--- config.mk ---
export PLATFORM = sky130hd
export DESIGN_NAME = nvm_tick_gen
export DESIGN_NICKNAME = d
export VERILOG_FILES = /design/src/rtl/nvmclk_pkg.sv /design/src/rtl/nvmclk_cfg_reg.sv /design/src/rtl/nvmclk_prescaler.sv /design/src/rtl/nvmclk_divider.sv /design/src/rtl/nvm_tick_gen.sv
export SDC_FILE = /design/constraint.sdc
export NUM_CORES = 1
export LEC_CHECK = 0
export ABC_AREA = 1
export BUFFER_PORTS_ARGS = -buffer_cell sky130_fd_sc_hd__buf_2
export CAP_MARGIN = 20
export CORE_MARGIN = 2
export CORE_UTILIZATION = 55
export CTS_BUF_LIST = sky130_fd_sc_hd__clkbuf_16
export CTS_CLUSTER_SIZE = 24
export DETAILED_ROUTE_END_ITERATION = 10
export GPL_TIMING_DRIVEN = 0
export PLACE_DENSITY = 0.82
export SYNTH_ARGS = -nofsm -noshare
export SYNTH_HDL_FRONTEND = slang
export SYNTH_SLANG_ARGS = --single-unit
export TNS_END_PERCENT = 100
--- constraint.sdc ---
create_clock -name clk -period 2 [get_ports clk]
set_clock_uncertainty 0.05 [all_clocks]
set_input_delay 0.3 -clock clk [delete_from_list [all_inputs] [get_ports clk]]
set_output_delay 0.3 -clock clk [all_outputs]
set_load 0.005 [all_outputs]
--- src/rtl/nvmclk_pkg.sv ---
package nvmclk_pkg;

    typedef enum logic {
        CFG_UNLOADED = 1'b0,
        CFG_LOADED   = 1'b1
    } cfg_state_e;

endpackage

--- src/rtl/nvmclk_cfg_reg.sv ---
module nvmclk_cfg_reg
    import nvmclk_pkg::*;
#(
    parameter int DIV_W = 6
) (
    input  logic             clk,
    input  logic             rst_n,
    input  logic             wr_en,
    input  logic [DIV_W:0]   wr_fields,
    output logic             loaded,
    output logic             presel,
    output logic [DIV_W-1:0] div_n
);

    cfg_state_e     state_q;
    cfg_state_e     state_d;
    logic [DIV_W:0] fields_q;
    logic           capture;

    // next-state logic
    always_comb begin
        state_d = state_q;
        capture = 1'b0;
        unique case (state_q)
            CFG_UNLOADED: begin
                if (wr_en) begin
                    state_d = CFG_LOADED;   // LOAD
                    capture = 1'b1;
                end
            end
            CFG_LOADED: begin
                state_d = CFG_LOADED;       // HOLD: later writes ignored
            end
            default: state_d = CFG_UNLOADED;
        endcase
    end

    // state register
    always_ff @(posedge clk or negedge rst_n) begin
        if (!rst_n) begin
            state_q <= CFG_UNLOADED;
        end else begin
            state_q <= state_d;
        end
    end

    // field storage, written only on the LOAD transition
    always_ff @(posedge clk or negedge rst_n) begin
        if (!rst_n) begin
            fields_q <= '0;
        end else if (capture) begin
            fields_q <= wr_fields;
        end
    end

    // outputs
    always_comb begin
        loaded = (state_q == CFG_LOADED);
        presel = fields_q[DIV_W];
        div_n  = fields_q[DIV_W-1:0];
    end

endmodule

--- src/rtl/nvmclk_prescaler.sv ---
module nvmclk_prescaler #(
    parameter int PRE_RATIO = 8
) (
    input  logic clk,
    input  logic rst_n,
    input  logic en,
    input  logic sel,
    output logic step
);

    generate
        if (PRE_RATIO > 1) begin : g_pre
            localparam int PRE_W = $clog2(PRE_RATIO);
            localparam logic [PRE_W-1:0] PRE_LAST = PRE_W'(PRE_RATIO - 1);

            logic [PRE_W-1:0] cnt_q;

            always_ff @(posedge clk or negedge rst_n) begin
                if (!rst_n) begin
                    cnt_q <= '0;
                end else if (!en || !sel) begin
                    cnt_q <= '0;
                end else if (cnt_q == PRE_LAST) begin
                    cnt_q <= '0;
                end else begin
                    cnt_q <= cnt_q + 1'b1;
                end
            end

            assign step = sel ? (cnt_q == PRE_LAST) : 1'b1;
        end else begin : g_nopre
            logic unused_sel;
            assign unused_sel = sel ^ en;
            assign step = 1'b1;
        end
    endgenerate

endmodule

--- src/rtl/nvmclk_divider.sv ---
module nvmclk_divider #(
    parameter int DIV_W = 6
) (
    input  logic             clk,
    input  logic             rst_n,
    input  logic             en,
    input  logic             step,
    input  logic [DIV_W-1:0] limit,
    output logic             tick
);

    logic [DIV_W-1:0] cnt_q;
    logic             at_limit;

    assign at_limit = (cnt_q == limit);

    always_ff @(posedge clk or negedge rst_n) begin
        if (!rst_n) begin
            cnt_q <= '0;
        end else if (!en) begin
            cnt_q <= '0;
        end else if (step) begin
            cnt_q <= at_limit ? '0 : cnt_q + 1'b1;
        end
    end

    assign tick = en & step & at_limit;

endmodule

--- src/rtl/nvm_tick_gen.sv ---
module nvm_tick_gen #(
    parameter int DIV_W     = 6,
    parameter int PRE_RATIO = 8
) (
    input  logic             clk,
    input  logic             rst_n,
    input  logic             wr_en,
    input  logic [DIV_W+1:0] wr_data,
    output logic [DIV_W+1:0] rd_data_o,
    output logic             tick_o,
    output logic             prog_allow_o
);

    localparam int REG_W = DIV_W + 2;

    logic             loaded;
    logic             presel;
    logic [DIV_W-1:0] div_n;
    logic             step;
    logic             unused_wr_top;

    assign unused_wr_top = wr_data[REG_W-1];   // loaded flag is read-only

    nvmclk_cfg_reg #(.DIV_W(DIV_W)) u_cfg (
        .clk       (clk),
        .rst_n     (rst_n),
        .wr_en     (wr_en),
        .wr_fields (wr_data[REG_W-2:0]),
        .loaded    (loaded),
        .presel    (presel),
        .div_n     (div_n)
    );

    nvmclk_prescaler #(.PRE_RATIO(PRE_RATIO)) u_pre (
        .clk   (clk),
        .rst_n (rst_n),
        .en    (loaded),
        .sel   (presel),
        .step  (step)
    );

    nvmclk_divider #(.DIV_W(DIV_W)) u_div (
        .clk   (clk),
        .rst_n (rst_n),
        .en    (loaded),
        .step  (step),
        .limit (div_n),
        .tick  (tick_o)
    );

    assign rd_data_o    = {loaded, presel, div_n};
    assign prog_allow_o = loaded;

endmodule

======== After elaboration in Yosys (flattened, before gate mapping) ========
Cells that the tools add are included.
W data, S select, Z words.
word-level totals
  input bits .............................. 11
  logic and storage cells ................. 24
  flip-flop bits (word level) ............. 17
  output and inout bits ................... 10
cells by class
  reduce and logical (&&, ||, !) cells .... 3
  $add $sub $neg .......................... 2
  mux-type cells .......................... 9
  bitwise operators ....................... 3
  eq/ne operators ......................... 3
operators with widths
  cell                   count
  $mux W6                3
  $add A6 B1 Y6 const B  1
  $eq A6 B6 Y1           1
  $mux W3                2
  $add A3 B1 Y3 const B  1
  $eq A3 B3 Y1 const B   1
  $mux W1                3
  $and A1 B1 Y1          2
  $logic_not A1 Y1       2
  $ne A2 B1 Y1 const B   1
  $pmux W1 S2            1
  $logic_or A1 B1 Y1     1
  $not A1 Y1             1

======== Logic depth before layout (Yosys ltp) ========
  depth after elaboration ................. 4
  gate-level depth with buffers ........... 8
  depth with buffers taken out ............ 8

======== Cells and area by module ========
From an unflattened synthesis, not the netlist that was laid out.
unflattened totals
  cells, all modules ...................... 125
  area, all modules ....................... 922.1 µm²
modules (own cells, without submodules)
  module            instances  cells an instance  area an instance (µm²)  sequential area each (µm²)
  nvmclk_divider    1          75                 446.7                   150.1
  nvmclk_cfg_reg    1          33                 320.3                   200.2
  nvmclk_prescaler  1          15                 140.1                   75.1
  nvm_tick_gen      1          2                  15.0                    0.0

======== Least setup slack after synthesis ========
Ideal clock, no wire load.
  path type ............................... reg-to-output
  start point ............................. reg u_pre.g_pre.cnt_q[0]
  end point ............................... out tick_o
  buffers on the path ..................... 0
  path slack .............................. 564 ps
  data arrival time ....................... 1086 ps
  data required time ...................... 1650 ps
  cell stages (with the launch flop) ...... 7
  path through ............................ dfrtp_1 ha_1 ha_1 inv_1 a21oi_2 inv_1 nor2_1
on the way
  word-level cells in the longest chain between the ends .. 4
ends and longest elaborated chain
  item                        line                    text
  start: declaration          nvmclk_prescaler.sv:16  logic [PRE_W-1:0] cnt_q;
  start signal: assignment    nvmclk_prescaler.sv:26  cnt_q <= cnt_q + 1'b1;
  $eq A3 B3 Y1                nvmclk_prescaler.sv:30  assign step = sel ? (cnt_q == PRE_LAST) : 1'b1;
  $mux W1                     nvmclk_prescaler.sv:30
  $and A1 B1 Y1 (2 in a row)  nvmclk_divider.sv:27    assign tick = en & step & at_limit;
  end: declaration            nvm_tick_gen.sv:10      output logic tick_o,
Every way passes these cells.

======== Final worst setup path ========
Ends and elaborated chain as after synthesis.

==> impl_results.md <==
* Worst Setup End Kind: output pin
* Setup violators final at 0
* Slew HR at 71.03%
* Die ar. at around 1900 µm²
* # Max-Cap Violations at 0
* Critical path data arrival time at between 1.5 and 2 ns
* CP required at 1.65 ns
* RePlAce Congestion at around 0.84
* Synth Area per Inst at 7.951 µm²
* Clock latency on the worst-skew pair at around 0.25 ns
* Core footprint at between 1500 and 2000 µm²
* EDFF count, synth at 0
* Worst vdd ir at a little under 0.6 mV
* CP Class: register to output pin
* Count of final hold-check violations at 0
* Largest net degree at the start of global routing at 18
* Reg2reg path depth at 5
* Post-synthesis sequential area ratio at approximately half
* Hold Path Depth at 2
* Yosys Warn Count at 0
* Row cnt at 14
* Setup ws final at 0.1153 ns
* Clock transition at path regs at ~0.050 ns
* Die X at roughly 44 µm
* Total grt overflow at 0
* Final #Nets at 149
* Mapped Cells at 110
* Min Tclk post-route at approximately 1.9 ns
* Netlist cell types at 18
* Routed Antenna Nets at 0
* Detailed Routing Iterations Pass 1 at 4
* Reg-to-Reg End: u_div.cnt_q[2]$_DFFE_PN0P_
* Synth Cell Area at just under 900 µm²
* CTS buffer count at 3
* Critical path fanouts, max at 7
* Vias per std cell at 4.967
* Flops & latches, synth at 17
* Syn nets at 124
* Worst Hold Launch: wr_en
* Layout cell share with drive strength beyond 1 at between 20% and 30%
* Vias in the first global route at approximately 670
* Final setup TNS at 0 ns
* Critical path launch point type: register
* Worst min-delay path class: input pin to register
* Total GRT Usage at about 21%
* Initial antenna violation count at 0
* Routed WL at about 1800 µm
* Max Slew Vio Count at 0
* Post-Place Worst Slack at approximately 0.30 ns
* Slew @ Worst Pin at between 0.4 and 0.5 ns
* # diodes at 0
* Root Buffer: clkbuf_16
* Endpoint, Worst Hold: u_cfg.loaded$_DFF_PN0_
* IO Pins at 21
* H-tree level count at 1
* R2R Setup Slk at between 0.5 and 0.6 ns
* Synth async-reset ratio at 100.0%
* Die H at between 40 and 50 µm
* Synth Flop Type: dfrtp_1
* Pleak at between 0.6 and 0.7 nW
* Final core occ at 72.09%
* Clk buf depth at 2
* Vias at between 700 and 800
* Fin crit share at 94.24%
* DR DRC count at 0
* HPWL Detailed at between 1000 and 1500 µm
* CTS tree: built
* First-pass GRT wire length at ~2900 µm
* CTS Sinks at 17
* Area Overhead vs Synth at 24.18%
* Max Clk Rate at about 0.53 GHz
* Initial cell density of the core at roughly 58%
* Reg-to-Reg Start: u_pre.g_pre.cnt_q[0]$_DFF_PN0_
* Drt first-iter violations at 5
* Tot Pwr at 0.001187 W
* Power Density at roughly 1100 nW/µm²
* Routed WL per cell at 11.90 µm
* Status: completed
* Buffers added on ports at 19
-- metal layers --
metal  up-vias  global-route usage, %  routed length, µm
met5         -                      0                  0
met2        16                  34.12                843
li1        386                      -                  -
met4         0                  10.91                 34
met1       339                  28.00                838
met3         4                  3.750                 68
-- power breakdown --
group | switching, W | internal [W]
logic | 0.000167 | 0.000127
registers | 0.0000866 | 0.000411
clock network | 0.000130 | 0.000265
total | 0.000383 | 0.000803
-- worst max path at each step --
stage	startpoint	endpoint	slack, ns	cells past startpoint
finish	u_pre.g_pre.cnt_q[0]$_DFF_PN0_	tick_o	0.12	7
global route	u_pre.g_pre.cnt_q[0]$_DFF_PN0_	tick_o	-0.003	7
CTS	u_pre.g_pre.cnt_q[0]$_DFF_PN0_	tick_o	0.02	7
detailed placement	u_pre.g_pre.cnt_q[0]$_DFF_PN0_	tick_o	0.30	7
global placement	u_pre.g_pre.cnt_q[0]$_DFF_PN0_	tick_o	0.34	7
floorplan	u_pre.g_pre.cnt_q[0]$_DFF_PN0_	tick_o	0.56	6
-- flip-flops by register name, summed over array words and instances, names as in the netlist --
name and flops:
u_cfg.fields_q 7, u_div.cnt_q 6, u_pre.g_pre.cnt_q 3, u_cfg.loaded 1
-- Yosys cell counts, types with 2 or more instances --
library cell	count	area (µm²)
a21oi_1	5	25.02
inv_2	2	7.510
dfrtp_1	17	425.4
nand2_1	33	123.9
buf_4	2	15.01
nor2_1	14	52.55
nand3_1	7	35.03
xor2_1	3	26.28
ha_1	3	37.54
inv_1	14	52.55
mux2_1	2	22.52
nor3_1	2	10.01
-- stage by stage --
step,instance area (µm²),hold slack (ns),std cells
2_1_floorplan,874.6,-0.04559,110
3_3_place_gp,989.7,0.1866,145
3_5_place_dp,989.7,0.1958,145
4_1_cts,1079,0.2054,150
5_1_grt,1086,0.2125,150
6_report,1086,0.2051,150
-- critical path, stage by stage (launching register included) --
cell and delay [ns]:
dfrtp_1 0.35, ha_1 0.16, ha_1 0.19, inv_1 0.08
a21oi_4 0.22, inv_1 0.07, nor2_1 0.10, buf_2 0.12
-- final cells by class --
cell class	instances	area, µm²
clock inverter	1	3.754
multi-input combinational	74	376.6
fill	113	420.4
clock buffer	3	75.07
inverter	16	60.06
buffer	3	20.02
timing repair buffer	20	105.1
tap	16	20.02
sequential	17	425.4
-- repair_timing --
action / in CTS / in global routing
hold endpoints to repair: 17 / 0
resized for setup: 0 / 1
setup endpoints to repair: 0 / 1
hold buffers: 1 / 0
setup buffers: 0 / 0
-- kinds of logic after synthesis --
group           Yosys count  synth area share, %
fa+ha+maj                 3                4.292
mux                       2                2.575
simple gates             59                27.90
xor+xnor                  3                3.005
buf+inv                  19                9.155
compound gates            7                4.434
flops                    17                48.64
-- layout by cell type, fill, tap and decap left out, drive strengths merged --
cell type,synthesis,layout
dfrtp,17,17
a21oi,6,6
ha,3,3
nor3,2,2
or2,1,1
nor2,15,15
nand2,33,33
nand3,8,8
mux2,2,2
inv,16,17
clkbuf,0,3
dlygate4sd3,0,1
o21ai,1,1
buf,3,22
xor2,3,3
Note: power is estimated with default switching activity, not from simulation.
